File: src/rtl/rxfr_pkg.sv
package rxfr_pkg;

    localparam int BIT_W = 6;

    typedef enum logic [1:0] {
        ST_IDLE  = 2'd0,
        ST_DELAY = 2'd1,
        ST_SHIFT = 2'd2
    } rx_state_e;

    // Word length code to number of bits per element.
    function automatic logic [BIT_W-1:0] wlen_bits(input logic [2:0] code);
        logic [BIT_W-1:0] n;
        unique case (code)
            3'b000:  n = 6'd8;
            3'b001:  n = 6'd12;
            3'b010:  n = 6'd16;
            3'b011:  n = 6'd20;
            3'b100:  n = 6'd24;
            default: n = 6'd32;
        endcase
        return n;
    endfunction

endpackage

File: src/rtl/rxfr_sample.sv
module rxfr_sample #(
    parameter int SYNC_STAGES = 2
) (
    input  logic clk,
    input  logic rst_n,
    input  logic bclk_i,
    input  logic fsync_i,
    input  logic sdata_i,
    input  logic cfg_clk_pol,
    input  logic cfg_fs_pol,
    output logic sample_en,
    output logic bit_o,
    output logic fs_start
);
    // {bclk, fsync, sdata}
    logic [2:0] synced;
    logic       bclk_prev;
    logic       fs_prev;
    logic       fs_act;

    generate
        if (SYNC_STAGES <= 1) begin : g_one
            logic [2:0] stage;
            always_ff @(posedge clk or negedge rst_n) begin
                if (!rst_n) stage <= '0;
                else        stage <= {bclk_i, fsync_i, sdata_i};
            end
            assign synced = stage;
        end else begin : g_chain
            logic [SYNC_STAGES-1:0][2:0] chain;
            always_ff @(posedge clk or negedge rst_n) begin
                if (!rst_n) chain <= '0;
                else        chain <= {chain[SYNC_STAGES-2:0], {bclk_i, fsync_i, sdata_i}};
            end
            assign synced = chain[SYNC_STAGES-1];
        end
    endgenerate

    assign sample_en = (synced[2] != bclk_prev) && (synced[2] == cfg_clk_pol);
    assign fs_act    = synced[1] ^ cfg_fs_pol;
    assign bit_o     = synced[0];
    assign fs_start  = sample_en && fs_act && !fs_prev;

    always_ff @(posedge clk or negedge rst_n) begin
        if (!rst_n) begin
            bclk_prev <= 1'b0;
            fs_prev   <= 1'b0;
        end else begin
            bclk_prev <= synced[2];
            if (sample_en) fs_prev <= fs_act;
        end
    end

endmodule

File: src/rtl/rxfr_ctrl.sv
module rxfr_ctrl
    import rxfr_pkg::*;
#(
    parameter int CNT_W   = 7,
    parameter int DLY_W   = 2,
    parameter int DLY_MAX = 2
) (
    input  logic             clk,
    input  logic             rst_n,
    input  logic             sample_en,
    input  logic             fs_start,
    input  logic             cfg_dual,
    input  logic [CNT_W-1:0] cfg_cnt0,
    input  logic [CNT_W-1:0] cfg_cnt1,
    input  logic [2:0]       cfg_wlen0,
    input  logic [2:0]       cfg_wlen1,
    input  logic [DLY_W-1:0] cfg_dly,
    output logic             capture,
    output logic             first_bit,
    output logic             word_done,
    output logic [2:0]       cur_wlen,
    output logic             unexp_o
);
    rx_state_e        state, state_n;
    logic             phase, phase_n;
    logic [CNT_W-1:0] elem, elem_n;
    logic [BIT_W-1:0] bitcnt, bitcnt_n;
    logic [DLY_W-1:0] dcnt, dcnt_n;

    logic [DLY_W-1:0] dly_eff;
    logic [BIT_W-1:0] nbits;
    logic             bit_last, elem_last, phase_last;
    logic             frame_end, restart, unexp_n;

    assign dly_eff    = (cfg_dly > DLY_W'(DLY_MAX)) ? DLY_W'(DLY_MAX) : cfg_dly;
    assign cur_wlen   = phase ? cfg_wlen1 : cfg_wlen0;
    assign nbits      = wlen_bits(cur_wlen);
    assign bit_last   = (bitcnt == nbits - 1'b1);
    assign elem_last  = (elem == (phase ? cfg_cnt1 : cfg_cnt0));
    assign phase_last = phase || !cfg_dual;

    always_comb begin
        capture = 1'b0;
        if (sample_en) begin
            unique case (state)
                ST_IDLE:  capture = fs_start && (dly_eff == '0);
                ST_DELAY: capture = (dcnt == '0);
                ST_SHIFT: capture = 1'b1;
                default:  capture = 1'b0;
            endcase
        end
    end

    assign first_bit = capture && (bitcnt == '0);
    assign word_done = capture && bit_last;
    assign frame_end = word_done && elem_last && phase_last;
    assign restart   = fs_start && ((state == ST_IDLE) || (frame_end && dly_eff != '0));
    assign unexp_n   = fs_start && !restart;

    // Next-state logic
    always_comb begin
        state_n  = state;
        phase_n  = phase;
        elem_n   = elem;
        bitcnt_n = bitcnt;
        dcnt_n   = dcnt;
        if (state == ST_DELAY && sample_en && dcnt != '0)
            dcnt_n = dcnt - 1'b1;
        if (capture) begin
            state_n = ST_SHIFT;
            if (bit_last) begin
                bitcnt_n = '0;
                if (elem_last) begin
                    elem_n = '0;
                    if (phase_last) begin
                        phase_n = 1'b0;
                        state_n = ST_IDLE;
                    end else begin
                        phase_n = 1'b1;
                    end
                end else begin
                    elem_n = elem + 1'b1;
                end
            end else begin
                bitcnt_n = bitcnt + 1'b1;
            end
        end
        if (restart && dly_eff != '0) begin
            state_n = ST_DELAY;
            dcnt_n  = dly_eff - 1'b1;
        end
    end

    // State register
    always_ff @(posedge clk or negedge rst_n) begin
        if (!rst_n) begin
            state  <= ST_IDLE;
            phase  <= 1'b0;
            elem   <= '0;
            bitcnt <= '0;
            dcnt   <= '0;
        end else begin
            state  <= state_n;
            phase  <= phase_n;
            elem   <= elem_n;
            bitcnt <= bitcnt_n;
            dcnt   <= dcnt_n;
        end
    end

    // Outputs
    always_ff @(posedge clk or negedge rst_n) begin
        if (!rst_n) unexp_o <= 1'b0;
        else        unexp_o <= unexp_n;
    end

    p_idle_clear_r10: assert property (@(posedge clk) disable iff (!rst_n)
        (state == ST_IDLE) |-> (!phase && elem == '0 && bitcnt == '0));
    p_bit_bound_r1: assert property (@(posedge clk) disable iff (!rst_n)
        (state != ST_IDLE) |-> (bitcnt < nbits));
    p_single_phase_r3: assert property (@(posedge clk) disable iff (!rst_n)
        !cfg_dual |-> !phase);
    p_unexp_busy_r11: assert property (@(posedge clk) disable iff (!rst_n)
        unexp_o |-> ($past(state) != ST_IDLE));

endmodule

File: src/rtl/rxfr_word.sv
module rxfr_word #(
    parameter int W = 32
) (
    input  logic         clk,
    input  logic         rst_n,
    input  logic         capture,
    input  logic         first_bit,
    input  logic         word_done,
    input  logic         bit_i,
    input  logic         rev_sel,
    input  logic         ack_i,
    output logic [W-1:0] word_o,
    output logic         valid_o,
    output logic         overrun_o
);
    logic [W-1:0] sr;
    logic [W-1:0] word_next;
    logic [W-1:0] word_rev;

    assign word_next = first_bit ? {{(W-1){1'b0}}, bit_i} : {sr[W-2:0], bit_i};

    generate
        for (genvar i = 0; i < W; i++) begin : g_rev
            assign word_rev[i] = word_next[W-1-i];
        end
    endgenerate

    always_ff @(posedge clk or negedge rst_n) begin
        if (!rst_n) begin
            sr        <= '0;
            word_o    <= '0;
            valid_o   <= 1'b0;
            overrun_o <= 1'b0;
        end else begin
            if (capture) sr <= word_next;
            if (word_done) word_o <= rev_sel ? word_rev : word_next;
            if (word_done)   valid_o <= 1'b1;
            else if (ack_i)  valid_o <= 1'b0;
            overrun_o <= word_done && valid_o && !ack_i;
        end
    end

    p_valid_hold_r8: assert property (@(posedge clk) disable iff (!rst_n)
        (valid_o && !ack_i) |=> (valid_o && $stable(word_o)) || $past(word_done));
    p_ack_clear_r8: assert property (@(posedge clk) disable iff (!rst_n)
        (valid_o && ack_i && !word_done) |=> !valid_o);
    p_overrun_r9: assert property (@(posedge clk) disable iff (!rst_n)
        overrun_o |-> ($past(valid_o) && valid_o));

endmodule

File: src/rtl/rx_framed_word.sv
module rx_framed_word
    import rxfr_pkg::*;
#(
    parameter int W           = 32,
    parameter int CNT_W       = 7,
    parameter int DLY_W       = 2,
    parameter int SYNC_STAGES = 2
) (
    input  logic             clk,
    input  logic             rst_n,
    input  logic             bclk_i,
    input  logic             fsync_i,
    input  logic             sdata_i,
    input  logic             cfg_dual_i,
    input  logic [CNT_W-1:0] cfg_cnt0_i,
    input  logic [CNT_W-1:0] cfg_cnt1_i,
    input  logic [2:0]       cfg_wlen0_i,
    input  logic [2:0]       cfg_wlen1_i,
    input  logic [DLY_W-1:0] cfg_dly_i,
    input  logic             cfg_clk_pol_i,
    input  logic             cfg_fs_pol_i,
    input  logic             cfg_rev_i,
    input  logic [1:0]       cfg_comp_i,
    input  logic             word_ack_i,
    output logic [W-1:0]     word_o,
    output logic             word_valid_o,
    output logic             overrun_o,
    output logic             unexp_sync_o
);
    localparam logic [2:0] REV_WLEN = 3'b101;
    localparam logic [1:0] REV_COMP = 2'b01;

    logic       sample_en, bit_s, fs_start;
    logic       capture, first_bit, word_done;
    logic [2:0] cur_wlen;
    logic       rev_sel;

    rxfr_sample #(.SYNC_STAGES(SYNC_STAGES)) u_sample (
        .clk         (clk),
        .rst_n       (rst_n),
        .bclk_i      (bclk_i),
        .fsync_i     (fsync_i),
        .sdata_i     (sdata_i),
        .cfg_clk_pol (cfg_clk_pol_i),
        .cfg_fs_pol  (cfg_fs_pol_i),
        .sample_en   (sample_en),
        .bit_o       (bit_s),
        .fs_start    (fs_start)
    );

    rxfr_ctrl #(.CNT_W(CNT_W), .DLY_W(DLY_W)) u_ctrl (
        .clk       (clk),
        .rst_n     (rst_n),
        .sample_en (sample_en),
        .fs_start  (fs_start),
        .cfg_dual  (cfg_dual_i),
        .cfg_cnt0  (cfg_cnt0_i),
        .cfg_cnt1  (cfg_cnt1_i),
        .cfg_wlen0 (cfg_wlen0_i),
        .cfg_wlen1 (cfg_wlen1_i),
        .cfg_dly   (cfg_dly_i),
        .capture   (capture),
        .first_bit (first_bit),
        .word_done (word_done),
        .cur_wlen  (cur_wlen),
        .unexp_o   (unexp_sync_o)
    );

    assign rev_sel = cfg_rev_i && (cfg_comp_i == REV_COMP) && (cur_wlen == REV_WLEN);

    rxfr_word #(.W(W)) u_word (
        .clk       (clk),
        .rst_n     (rst_n),
        .capture   (capture),
        .first_bit (first_bit),
        .word_done (word_done),
        .bit_i     (bit_s),
        .rev_sel   (rev_sel),
        .ack_i     (word_ack_i),
        .word_o    (word_o),
        .valid_o   (word_valid_o),
        .overrun_o (overrun_o)
    );

    p_flags_onehot_r12: assert property (@(posedge clk) disable iff (!rst_n)
        $past(!rst_n) |-> (!word_valid_o && !overrun_o && !unexp_sync_o));

endmodule

File: config.mk
export PLATFORM = sky130hd
export DESIGN_NAME = rx_framed_word
export DESIGN_NICKNAME = d
export VERILOG_FILES = /design/src/rtl/rxfr_pkg.sv /design/src/rtl/rxfr_sample.sv /design/src/rtl/rxfr_ctrl.sv /design/src/rtl/rxfr_word.sv /design/src/rtl/rx_framed_word.sv
export SDC_FILE = /design/constraint.sdc
export NUM_CORES = 1
export LEC_CHECK = 0
export BUFFER_PORTS_ARGS = -buffer_cell sky130_fd_sc_hd__buf_4
export CAP_MARGIN = 0
export CORE_MARGIN = 2
export CORE_UTILIZATION = 57
export DETAILED_ROUTE_END_ITERATION = 12
export PLACE_DENSITY = 0.84
export RECOVER_POWER = 25
export SLEW_MARGIN = 30
export SYNTH_ARGS = -nofsm -noshare
export SYNTH_HDL_FRONTEND = slang
export SYNTH_SLANG_ARGS = --single-unit
File: constraint.sdc
create_clock -name clk -period 3.1 [get_ports clk]
set_clock_uncertainty 0.2 [all_clocks]
set_input_delay 0.465 -clock clk [delete_from_list [all_inputs] [get_ports clk]]
set_output_delay 0.465 -clock clk [all_outputs]
set_load 0.1 [all_outputs]
==> results.md <==
- Die width: a little over 90 um
- First-pass GRT wire length: approximately 16000 um
- Ys Warns: 0
- Global Route Usage Sum: 23.14%
- Setup crit start: u_ctrl.phase
- Final hold violations: 0
- Vias in the first global route: around 3500
- Critical Path Start Type: register
- Max H-tree Level: 3
- Largest net degree at the start of global routing: 93
- 1st-iter DRT viols: 190
- Post-synth top flop: dfrtp_1
- CP delay by family, top: simple AND/OR/NAND/NOR gates
- Worst endpoint data arrival time: 2.94 ns
- Mean routed wirelength per cell: between 15 and 20 um
- I/O Pins: 69
- R2r startpoint: u_ctrl.phase
- Worst vdd ir: 247.2 uV
- Hold Crit Class: in -> reg
- Final setup viols: 0
- Final min period: 2.914 ns
- Clk sink count: 92
- RSZ-0062 raised after global routing: false
- Post-synth cell types: 43
- Via density: 5.700
- CTS root buffer: clkbuf_8
- Port buffer count: just under 70
- Ant diodes: 0
- Routed met1 length: 4142 um
- CP max-delay cell: dfrtp_1
- Setup ws final: about 0.19 ns
- Fraction of layout cells with a size suffix above 1: 20.79%
- Met3 WL: 406 um
- Max Cap Viol: 0
- CTS Buf Count: 9
- Total power: 2.248 mW
- Final TNS setup: 0 ns
- Critical path peak fanout: 30
- Die area: 0.008547 mm2
- Syn Std Cell Area: 0.004459 mm2
- Fin cells: 631
- Max-slew violations: 0
- Worst endpoint required time: 3.12 ns
- Total Wirelength: 9560 um
- Tcrit/Tclk final: 93.99%
- Nets: 562
- DRT Pass-1 Iters: 5
- Initial antenna violation count: 0
- Remaining Overflow, GRT: 0
- Post-DP HPWL: 6464 um
- Starting Density: 58.31%
- Net count after synthesis: 495
- Post-synth EDFFs: 0
- Leak: 2.302 nW
- Crit-path cells: mux2_2 > nand2_1 > nand2_1 > ha_1 > xnor2_1 > nor4_4 > nand4_4 > buf_4 > o21ai_0 > o21ai_0
- Seq cells post-synth: 92
- Max clock buf depth: 2
- Worst-margin pin slew: around 1.3 ns
- Maximum clock frequency: 0.3432 GHz
- CORE AREA: approximately 0.0076 mm2
- Slew headroom: between 10% and 20%
- Outcome: completed
- DIE HEIGHT: between 90 and 100 um
- Insertion delay to the later sink of the worst-skew pair: 0.34 ns
- Setup CP Type: reg -> reg
- Met2 wire length: 4809 um
- Synth Instances: approximately 460
- Async set-reset flop share out of synthesis: between 90% and 100%
- Pre-CTS setup slack: 0.1353 ns
- Synth Area per Inst: between 9 and 10 um2
- Worst path buffer plus inverter count: 1
- Max layer used: met4
- CP max stage delay: 0.49 ns
- Placer congestion estimate: around 0.92
- Worst Hold Launch: sdata_i
- Clock transition at the registers of the reported paths: approximately 0.090 ns
- Core Rows: 32
- TritonCTS clock tree: done
- Power per cell area: approximately 420 mW/mm2
- Post-placement cell count: 612
- Final ANT Viol Nets: 0
- Sequential element share of the synthesized area: 51.63%
- P&R area growth vs syn: 20.34%
- DR vias: 3597
- Post-route DRC violation count: 0
- Worst Setup End Kind: register
flip-flops by register name (all words and copies together), names as in the netlist:
signal	flops
u_word.word_o	32
u_word.sr	31
u_ctrl.elem	7
u_ctrl.bitcnt	6
u_sample.g_chain.chain	3
u_sample.synced	3
u_ctrl.dcnt	2
u_ctrl.state	2
u_ctrl.phase	1
u_ctrl.unexp_o	1
u_sample.bclk_prev	1
u_sample.fs_prev	1
u_word.overrun_o	1
u_word.valid_o	1
cell usage after synthesis, drive strengths merged, types with 2 or more instances:
| cell | n | area share [%] |
|---|---|---|
| or4b | 2 | 0.45 |
| dfrtp | 92 | 52 |
| or2 | 2 | 0.28 |
| and3 | 3 | 0.42 |
| clkbuf | 14 | 1.2 |
| nor3 | 6 | 0.67 |
| and3b | 2 | 0.39 |
| nor4 | 4 | 0.84 |
| nor2b | 3 | 0.42 |
| nand2b | 6 | 0.84 |
| mux2 | 4 | 1.0 |
| buf | 12 | 1.4 |
| inv | 9 | 0.76 |
| xnor2 | 13 | 2.6 |
| nor2 | 12 | 1.0 |
| a21oi | 14 | 1.9 |
| o31ai | 30 | 5.1 |
| nand4 | 5 | 1.0 |
| mux2i | 41 | 9.2 |
| nand2 | 109 | 9.2 |
| ha | 4 | 1.1 |
| and2 | 3 | 0.42 |
| o21ai | 50 | 5.6 |
| nand3 | 5 | 0.56 |
| nor3b | 2 | 0.34 |
worst paths after layout:
path                                                   to  slack [ns]  depth (start not counted)
worst min register to register         u_sample.synced[0]        0.15                          0
min in group asynchronous              u_sample.bclk_prev        0.81                          3
worst max-delay path                       u_ctrl.elem[2]        0.19                         10
max in group asynchronous                   u_word.sr[23]        1.04                          3
worst max register to register             u_ctrl.elem[2]        0.19                         10
worst min-delay path            u_sample.g_chain.chain[0]        0.06                          1
cells in the final DEF (no fill, tap or decap), drive strengths merged, types with 2 or more instances in the layout:
master / n
a21oi: 14
and2: 3
and3: 3
and3b: 2
buf: 75
bufinv: 2
clkbuf: 18
dfrtp: 92
dlygate4sd3: 2
ha: 4
inv: 9
mux2: 4
mux2i: 41
nand2: 109
nand2b: 6
nand3: 5
nand4: 5
nor2: 12
nor2b: 3
nor3: 6
nor3b: 2
nor4: 4
o21ai: 50
o31ai: 30
or2: 2
or4b: 2
xnor2: 13
through the flow:
| step | hold slack [ns] | util [%] | cell area, um2 |
|---|---|---|---|
| 6_report | 0.06215 | 70.17 | 5366 |
| 5_1_grt | 0.03985 | 70.17 | 5366 |
| 4_1_cts | 0.005853 | 69.94 | 5349 |
| 3_5_place_dp | 0.1389 | 66.72 | 5102 |
| 3_3_place_gp | 0.1323 | 66.72 | 5102 |
| 2_1_floorplan | -0.03059 | - | 4459 |
layout make-up:
cell class / count / area, um2
inverter: 9 / 33.78
timing repair buffer: 82 / 633.1
clock inverter: 3 / 67.56
sequential: 92 / 2302
clock buffer: 13 / 168.9
tap: 102 / 127.6
multi-input combinational: 330 / 2033
fill: 566 / 2281
per-layer routing:
metal  vias to the layer above  track usage, %
met4                         0           7.960
met3                        22           4.394
met2                        99           38.50
li1                       1711               -
met1                      1765           30.66
met5                         -               0
power by group:
part	switching [mW]	total, mW	internal [mW]
Combinational	0.0645	0.115	0.0508
Sequential	0.00522	1.21	1.21
Clock	0.400	0.921	0.521
Total	0.470	2.25	1.78
kinds of logic (layout without fill, tap and decap cells):
| family | count (synthesis) | count (layout) | synth area share (%) |
|---|---|---|---|
| adders and majority gates | 4 | 4 | 1.122 |
| AOI/OAI and AO/OA | 101 | 101 | 13.69 |
| DFF | 92 | 92 | 51.63 |
| muxes | 45 | 45 | 10.21 |
| buffers and inverters | 35 | 107 | 3.339 |
| xor gates and xnor gates | 13 | 13 | 2.553 |
| and+or+nand+nor | 167 | 167 | 17.45 |
worst register-to-register path, cell delays in order (launching register included):
cell	delay (ns)
dfrtp_1	0.49
mux2_2	0.39
nand2_1	0.13
nand2_1	0.08
ha_1	0.30
xnor2_1	0.15
nor4_4	0.25
nand4_4	0.19
buf_4	0.28
o21ai_0	0.22
o21ai_0	0.12
repair_timing:
action / in CTS / in global routing
setup buffers: 0 / 1
endpoints found under the hold margin: 92 / 1
resized for setup: 0 / 2
setup endpoints to repair: 0 / 13
hold buffers: 1 / 1
(Power assumes the default switching activity.)
